**config.mk**
```make
export PLATFORM = sky130hd
export DESIGN_NAME = bkrtc_top
export DESIGN_NICKNAME = d
export VERILOG_FILES = /design/src/rtl/bkrtc_pkg.sv /design/src/rtl/bkrtc_presc.sv /design/src/rtl/bkrtc_cmp.sv /design/src/rtl/bkrtc_flags.sv /design/src/rtl/bkrtc_top.sv
export SDC_FILE = /design/constraint.sdc
export NUM_CORES = 1
export LEC_CHECK = 0
export ABC_CLOCK_PERIOD_IN_PS = 4470
export BUFFER_PORTS_ARGS = -buffer_cell sky130_fd_sc_hd__clkbuf_2
export CAP_MARGIN = 20
export CORE_AREA = 2 2 96 98
export CTS_CLUSTER_SIZE = 20
export DETAILED_ROUTE_END_ITERATION = 10
export DIE_AREA = 0 0 98 100
export GPL_TIMING_DRIVEN = 0
export PLACE_DENSITY_LB_ADDON = 0.3
export SETUP_SLACK_MARGIN = 0.4
export SKIP_CTS_REPAIR_TIMING = 1
export SLEW_MARGIN = 20
export SYNTH_ARGS = -nofsm -noshare
export SYNTH_HDL_FRONTEND = slang
export SYNTH_HIERARCHICAL = 1
export SYNTH_SLANG_ARGS = --single-unit
```
**constraint.sdc**
```tcl
create_clock -name clk -period 4.47 [get_ports clk]
set_input_delay 0.6705 -clock clk [delete_from_list [all_inputs] [get_ports clk]]
set_output_delay 0.6705 -clock clk [all_outputs]
set_load 0.05 [all_outputs]
```
**src/rtl/bkrtc_pkg.sv**
```systemverilog
package bkrtc_pkg;

  localparam int CTRL_W  = 11;
  localparam int PEXP_W  = 3;
  localparam int LPM_W   = 3;
  localparam int DIV_W   = (1 << PEXP_W) - 1;
  localparam int NFLAG   = 2;
  localparam int CLR_W   = 32;
  localparam int FLG_OVF = 0;
  localparam int FLG_CMP = 1;

  typedef enum logic [1:0] {
    SRC_NONE = 2'd0,
    SRC_RC   = 2'd1,
    SRC_XO   = 2'd2,
    SRC_ULF  = 2'd3
  } src_sel_e;

  typedef struct packed {
    src_sel_e              src;
    logic [LPM_W-1:0]      lpm;
    logic                  top;
    logic [PEXP_W-1:0]     pexp;
    logic [1:0]            mode;
  } cfg_t;

endpackage

```
**src/rtl/bkrtc_presc.sv**
```systemverilog
module bkrtc_presc
  import bkrtc_pkg::*;
(
  input  logic               clk,
  input  logic               rst_n,
  input  logic               restart,
  input  logic               run,
  input  src_sel_e           src,
  input  logic [PEXP_W-1:0]  pexp,
  input  logic               src_rc,
  input  logic               src_xo,
  input  logic               src_ulf,
  output logic               tick
);

  logic [DIV_W-1:0]  div_q;
  logic [DIV_W-1:0]  div_d;
  logic [DIV_W-1:0]  term;
  logic [PEXP_W-1:0] eff_exp;
  logic              pulse;

  // pick the source pulse; a stopped mode or NONE yields no pulses
  always_comb begin
    unique case (src)
      SRC_RC:  pulse = src_rc;
      SRC_XO:  pulse = src_xo;
      SRC_ULF: pulse = src_ulf;
      default: pulse = 1'b0;
    endcase
    pulse = pulse & run;
  end

  // ultra-low source: exponent 0 keeps every pulse, others keep one in two
  assign eff_exp = (src == SRC_ULF) ? {{(PEXP_W-1){1'b0}}, (pexp != '0)} : pexp;

  // terminal count = 2^eff_exp - 1, built bit by bit
  for (genvar i = 0; i < DIV_W; i++) begin : g_term
    assign term[i] = (int'(eff_exp) > i);
  end

  assign tick = pulse && (div_q == term);

  always_comb begin
    div_d = div_q;
    if (restart)    div_d = '0;
    else if (pulse) div_d = tick ? '0 : div_q + DIV_W'(1);
  end

  always_ff @(posedge clk or negedge rst_n) begin
    if (!rst_n) div_q <= '0;
    else        div_q <= div_d;
  end

endmodule

```
**src/rtl/bkrtc_cmp.sv**
```systemverilog
module bkrtc_cmp
  import bkrtc_pkg::*;
#(
  parameter int CNT_W  = 32,
  parameter int LP_MAX = 6
) (
  input  logic [CNT_W-1:0] count,
  input  logic [CNT_W-1:0] ref_val,
  input  logic [LPM_W-1:0] lpm,
  output logic             match
);

  logic [LPM_W-1:0] lp_eff;
  logic [CNT_W-1:0] care;

  // mask counts above the limit saturate
  assign lp_eff = (int'(lpm) > LP_MAX) ? LPM_W'(LP_MAX) : lpm;

  for (genvar i = 0; i < CNT_W; i++) begin : g_care
    assign care[i] = (i >= int'(lp_eff));
  end

  assign match = ~|((count ^ ref_val) & care);

endmodule

```
**src/rtl/bkrtc_flags.sv**
```systemverilog
module bkrtc_flags
#(
  parameter int NF = 2
) (
  input  logic          clk,
  input  logic          rst_n,
  input  logic [NF-1:0] set,
  input  logic [NF-1:0] clr,
  output logic [NF-1:0] flags
);

  logic [NF-1:0] flg_d;

  // a new event outranks a clear in the same cycle
  assign flg_d = (flags & ~clr) | set;

  always_ff @(posedge clk or negedge rst_n) begin
    if (!rst_n) flags <= '0;
    else        flags <= flg_d;
  end

endmodule

```
**src/rtl/bkrtc_top.sv**
```systemverilog
module bkrtc_top
  import bkrtc_pkg::*;
#(
  parameter int CNT_W  = 32,
  parameter int LP_MAX = 6
) (
  input  logic              clk,
  input  logic              rst_n,
  input  logic              ctrl_wr,
  input  logic [CTRL_W-1:0] ctrl_word,
  input  logic              hold_wr,
  input  logic              hold_val,
  input  logic              cmp_wr,
  input  logic [CNT_W-1:0]  cmp_word,
  input  logic [CLR_W-1:0]  flag_clr,
  input  logic              src_rc,
  input  logic              src_xo,
  input  logic              src_ulf,
  output logic [CNT_W-1:0]  count_o,
  output logic [NFLAG-1:0]  flags_o
);

  localparam logic [CNT_W-1:0] CNT_ONE = CNT_W'(1);

  cfg_t             cfg_q, cfg_d;
  logic             hold_q, hold_d;
  logic [CNT_W-1:0] cnt_q, cnt_d;
  logic [CNT_W-1:0] cmp_q, cmp_d;
  logic             restart;
  logic             tick;
  logic             adv;
  logic             cmp_match;
  logic             reload;
  logic [NFLAG-1:0] flg_set;
  src_sel_e         src_cur;
  logic             unused_clr_hi;

  assign src_cur       = cfg_q.src;
  assign restart       = ctrl_wr | hold_q;
  assign unused_clr_hi = ^flag_clr[CLR_W-1:NFLAG];

  bkrtc_presc u_presc (
    .clk     (clk),
    .rst_n   (rst_n),
    .restart (restart),
    .run     (|cfg_q.mode),
    .src     (src_cur),
    .pexp    (cfg_q.pexp),
    .src_rc  (src_rc),
    .src_xo  (src_xo),
    .src_ulf (src_ulf),
    .tick    (tick)
  );

  bkrtc_cmp #(.CNT_W(CNT_W), .LP_MAX(LP_MAX)) u_cmp (
    .count   (cnt_q),
    .ref_val (cmp_q),
    .lpm     (cfg_q.lpm),
    .match   (cmp_match)
  );

  assign adv    = tick & ~restart;
  assign reload = cfg_q.top & cmp_match;

  always_comb begin
    flg_set          = '0;
    flg_set[FLG_OVF] = adv & ~reload & (&cnt_q);
    flg_set[FLG_CMP] = adv & cmp_match;
  end

  bkrtc_flags #(.NF(NFLAG)) u_flags (
    .clk   (clk),
    .rst_n (rst_n),
    .set   (flg_set),
    .clr   (flag_clr[NFLAG-1:0]),
    .flags (flags_o)
  );

  // next-state
  always_comb begin
    cfg_d  = ctrl_wr ? cfg_t'(ctrl_word) : cfg_q;
    cmp_d  = cmp_wr ? cmp_word : cmp_q;
    hold_d = hold_q;
    if (ctrl_wr)      hold_d = 1'b1;
    else if (hold_wr) hold_d = hold_val;
    cnt_d = cnt_q;
    if (restart)  cnt_d = '0;
    else if (adv) cnt_d = reload ? '0 : cnt_q + CNT_ONE;
  end

  // registers
  always_ff @(posedge clk or negedge rst_n) begin
    if (!rst_n) begin
      cfg_q  <= '0;
      cmp_q  <= '0;
      hold_q <= 1'b1;
      cnt_q  <= '0;
    end else begin
      cfg_q  <= cfg_d;
      cmp_q  <= cmp_d;
      hold_q <= hold_d;
      cnt_q  <= cnt_d;
    end
  end

  assign count_o = cnt_q;

endmodule

```
==> out/metrics.yaml <==
global_route:
  grt_pass1_vias: 3612
  grt_pass1_wl_mm: 17.93
  track_usage_pct: 22.80
  grt_max_degree: 86
  overflow: 0
  antenna_found_initial: 0
logic_synthesis:
  synth_area_leaders: "dfrtp_1 47%, mux2_2 11%, xnor2_1 6.5%"
  async_reset_ff_share_pct: 100.0
  synth_top_area_cell: "dfrtp_1"
  syn_avg_cell_area_um2: 10.46
  ys_types: 52
  synth_area_mm2: 0.004437
  yosysMostFrequentCell: "dfrtp_1"
  synth_ff_type: "dfrtp_1"
  ys_seq_area_share_pct: 47.97
  syn-num-nets: 510
  yosys-top-cells-count: "84 x dfrtp_1, 43 x mux2_2, 41 x o21ai_0"
  synth-seq-cells: 85
  synth_edf_count: 0
  syn_inst: 424
  ys_warn_count: 6
  synth_top_area_share_pct: 47.38
clock_tree:
  insertion_delay_ns: 0.36
  clock_path_buffers: 2
  path_clk_slew_ns: 0.09
  cts_max_level: 3
  cts_tree: "yes"
  cts_root_buf: "clkbuf_8"
  numCtsBuffers: 9
  clkSinkCount: 85
floorplanning:
  initial_core_util_pct: 49.91
  die_width_um: 98
  die_h_um: 100
  design.die.area_mm2: 0.009800
  ioPinCount: 118
  fp-row-count: 35
  core_mm2: 0.008890
placed_design:
  dp_cells: 621
  dpl.hpwl_mm: 7.594
  gp_congestion: 0.8474
  io_buffers: 86
sta:
  hold_viol_final: 0
  setup_viol: 0
  setup_tns_ns: 0
  fin_worst_skew_ns: 0.008300
  period_needed_ns: 3.204
  rsz0062_at_grt: "no"
  period_share_pct: 71.67
  max_slew_margin_pct: 53.76
  worstMarginPinSlew_ns: 0.6936
  drv_slew: 0
  max_freq_ghz: 0.3121
worst_setup_path:
  worstSetupEndpointType: "flop"
  crit_start: "count_o[10]"
  worstPathArrival_ns: 3.43
  reg2reg_depth: 10
  worstSetupEndpoint: "count_o[18]"
  critical_path_buf_inv_count: 1
  criticalPathCategory: "flop to flop"
  cpPeakStageDelay_ns: 0.52
  crit_path_max_fanout: 10
  path_cells: "xnor2_1, nand4_1, nor3_1, o2111a_1, nand2_1, nand3_1, clkbuf_1, nand2_1, o311ai_0, o41ai_1"
  r2r-end: "count_o[18]"
  cp_top_family: "simple AND/OR/NAND/NOR gates"
  cp.depth: 10
  crit_path_start_kind: "flop"
  cpMaxStageDelayCell: "dfrtp_1"
  r2r-start: "count_o[10]"
  cp_common_cell: "nand2_1"
  critPathRequiredTime_ns: 4.70
  reg2reg_setup_slack_ns: 1.27
route:
  finalWirelength_mm: 10.73
  wl_per_cell_um: 16.84
  viasPerCell: 5.794
  drtIter0Drc: 270
  first_pass_iters: 4
  vias: 3691
  drtAntennaViolNets: 0
  drc: 0
job:
  drv_cap: 0
pwr:
  power_density_mw_per_mm2: 287.5
  irDropWorstVdd_mv: 0.1809
  p_leak_nw: 2.225
cells_and_area:
  num_antenna_cells: 0
  area_growth_pct: 16.64
  multi_input_area_mm2: 0.002183
  nets: 607
  final-seq-area_mm2: 0.002128
  num-fill-cells: 793
  drive_gt1_share_pct: 29.66
  stdcell_count: 637
outcome:
  outcome: "complete, no violations"
hold_path:
  hold_path_class: "input pin to async pin"
==> placed cells by master, fill, tap and decap left out, drive strengths merged, types with 2 or more instances in the layout <==
master	count
or3	5
or4	2
a211oi	6
nor4	3
a31oi	12
o211ai	3
nand2	31
xnor2	33
clkbuf	109
xor2	6
nand4	21
clkinvlp	2
ha	2
mux2i	2
clkinv	2
o21ai	44
o41ai	4
and2	2
o311ai	2
buf	10
o31ai	8
or2	2
dfrtp	84
and3	8
nor3	6
nand3	20
o2111a	2
nor2	14
a211o	2
a21o	4
a41oi	3
mux2	43
inv	10
a21oi	7
nor2b	2
==> layer usage <==
metal / GRT usage, % / wire (µm) / vias up / part of all wire, %
met2: 36.99 / 5164 / 102 / 48
met3: 3.760 / 511 / 15 / 4.8
met5: 0 / 0 / - / 0
li1: - / - / 1768 / -
met4: 9.188 / 217 / 0 / 2.0
met1: 30.81 / 4836 / 1806 / 45
==> final cells by class <==
type	count	area share, %
timing repair buffer	86	8.486
sequential	85	41.13
clock buffer	12	2.611
buffer	21	1.692
clock inverter	4	0.4836
tap	111	2.684
inverter	10	0.7253
multi-input combinational	308	42.19
==> per-stage QoR <==
| step | hold slack, ns | util [%] | total power, W | setup slack [ns] | area (µm²) |
|---|---|---|---|---|---|
| 2_1_floorplan | 0.3749 | - | 0.0009617 | 1.954 | 4437 |
| 3_3_place_gp | 0.4581 | 56.31 | 0.001021 | 1.393 | 5006 |
| 3_5_place_dp | 0.4723 | 56.41 | 0.001030 | 1.347 | 5015 |
| 4_1_cts | 0.3839 | 58.21 | 0.001504 | 1.341 | 5175 |
| 5_1_grt | 0.4103 | 58.21 | 0.001559 | 1.035 | 5175 |
| 6_report | 0.3536 | 58.21 | 0.001488 | 1.266 | 5175 |
==> state kept, by name (all words and copies together), names as in the netlist <==
register,cells
count_o,32
cfg_q,9
src_cur,2
cmp_q,32
u_presc/div_q,7
hold_q,1
u_flags/flags,2
==> where the power goes <==
group / internal [W] / total (W) / switching (W) / leakage (nW)
clock network: 0.000201 / 0.000475 / 0.000274 / 0.0764
registers: 0.000809 / 0.000839 / 0.0000298 / 1.09
logic: 0.0000911 / 0.000174 / 0.0000831 / 1.06
total: 0.00110 / 0.00149 / 0.000387 / 2.23
==> worst min path at each step <==
stage,slack (ns),start,end,depth (start not counted)
after floorplan,0.37,rst_n,cfg_q[0],0
after global placement,0.46,u_flags/flags[1],u_flags/flags[1],1
after detailed placement,0.47,u_flags/flags[1],u_flags/flags[1],1
after CTS,0.38,rst_n,cmp_q[17],1
after global routing,0.41,rst_n,cmp_q[15],1
final,0.35,rst_n,cmp_q[15],1
==> kinds of logic after synthesis <==
logic type / count (synthesis) / share of synthesized area [%]
buf+inv: 31 / 2.820
mux: 45 / 11.36
xor+xnor: 39 / 7.699
compound gates: 104 / 15.17
flops: 85 / 47.97
simple gates: 118 / 14.41
fa+ha+maj: 2 / 0.5639
(Power assumes the default switching activity.)
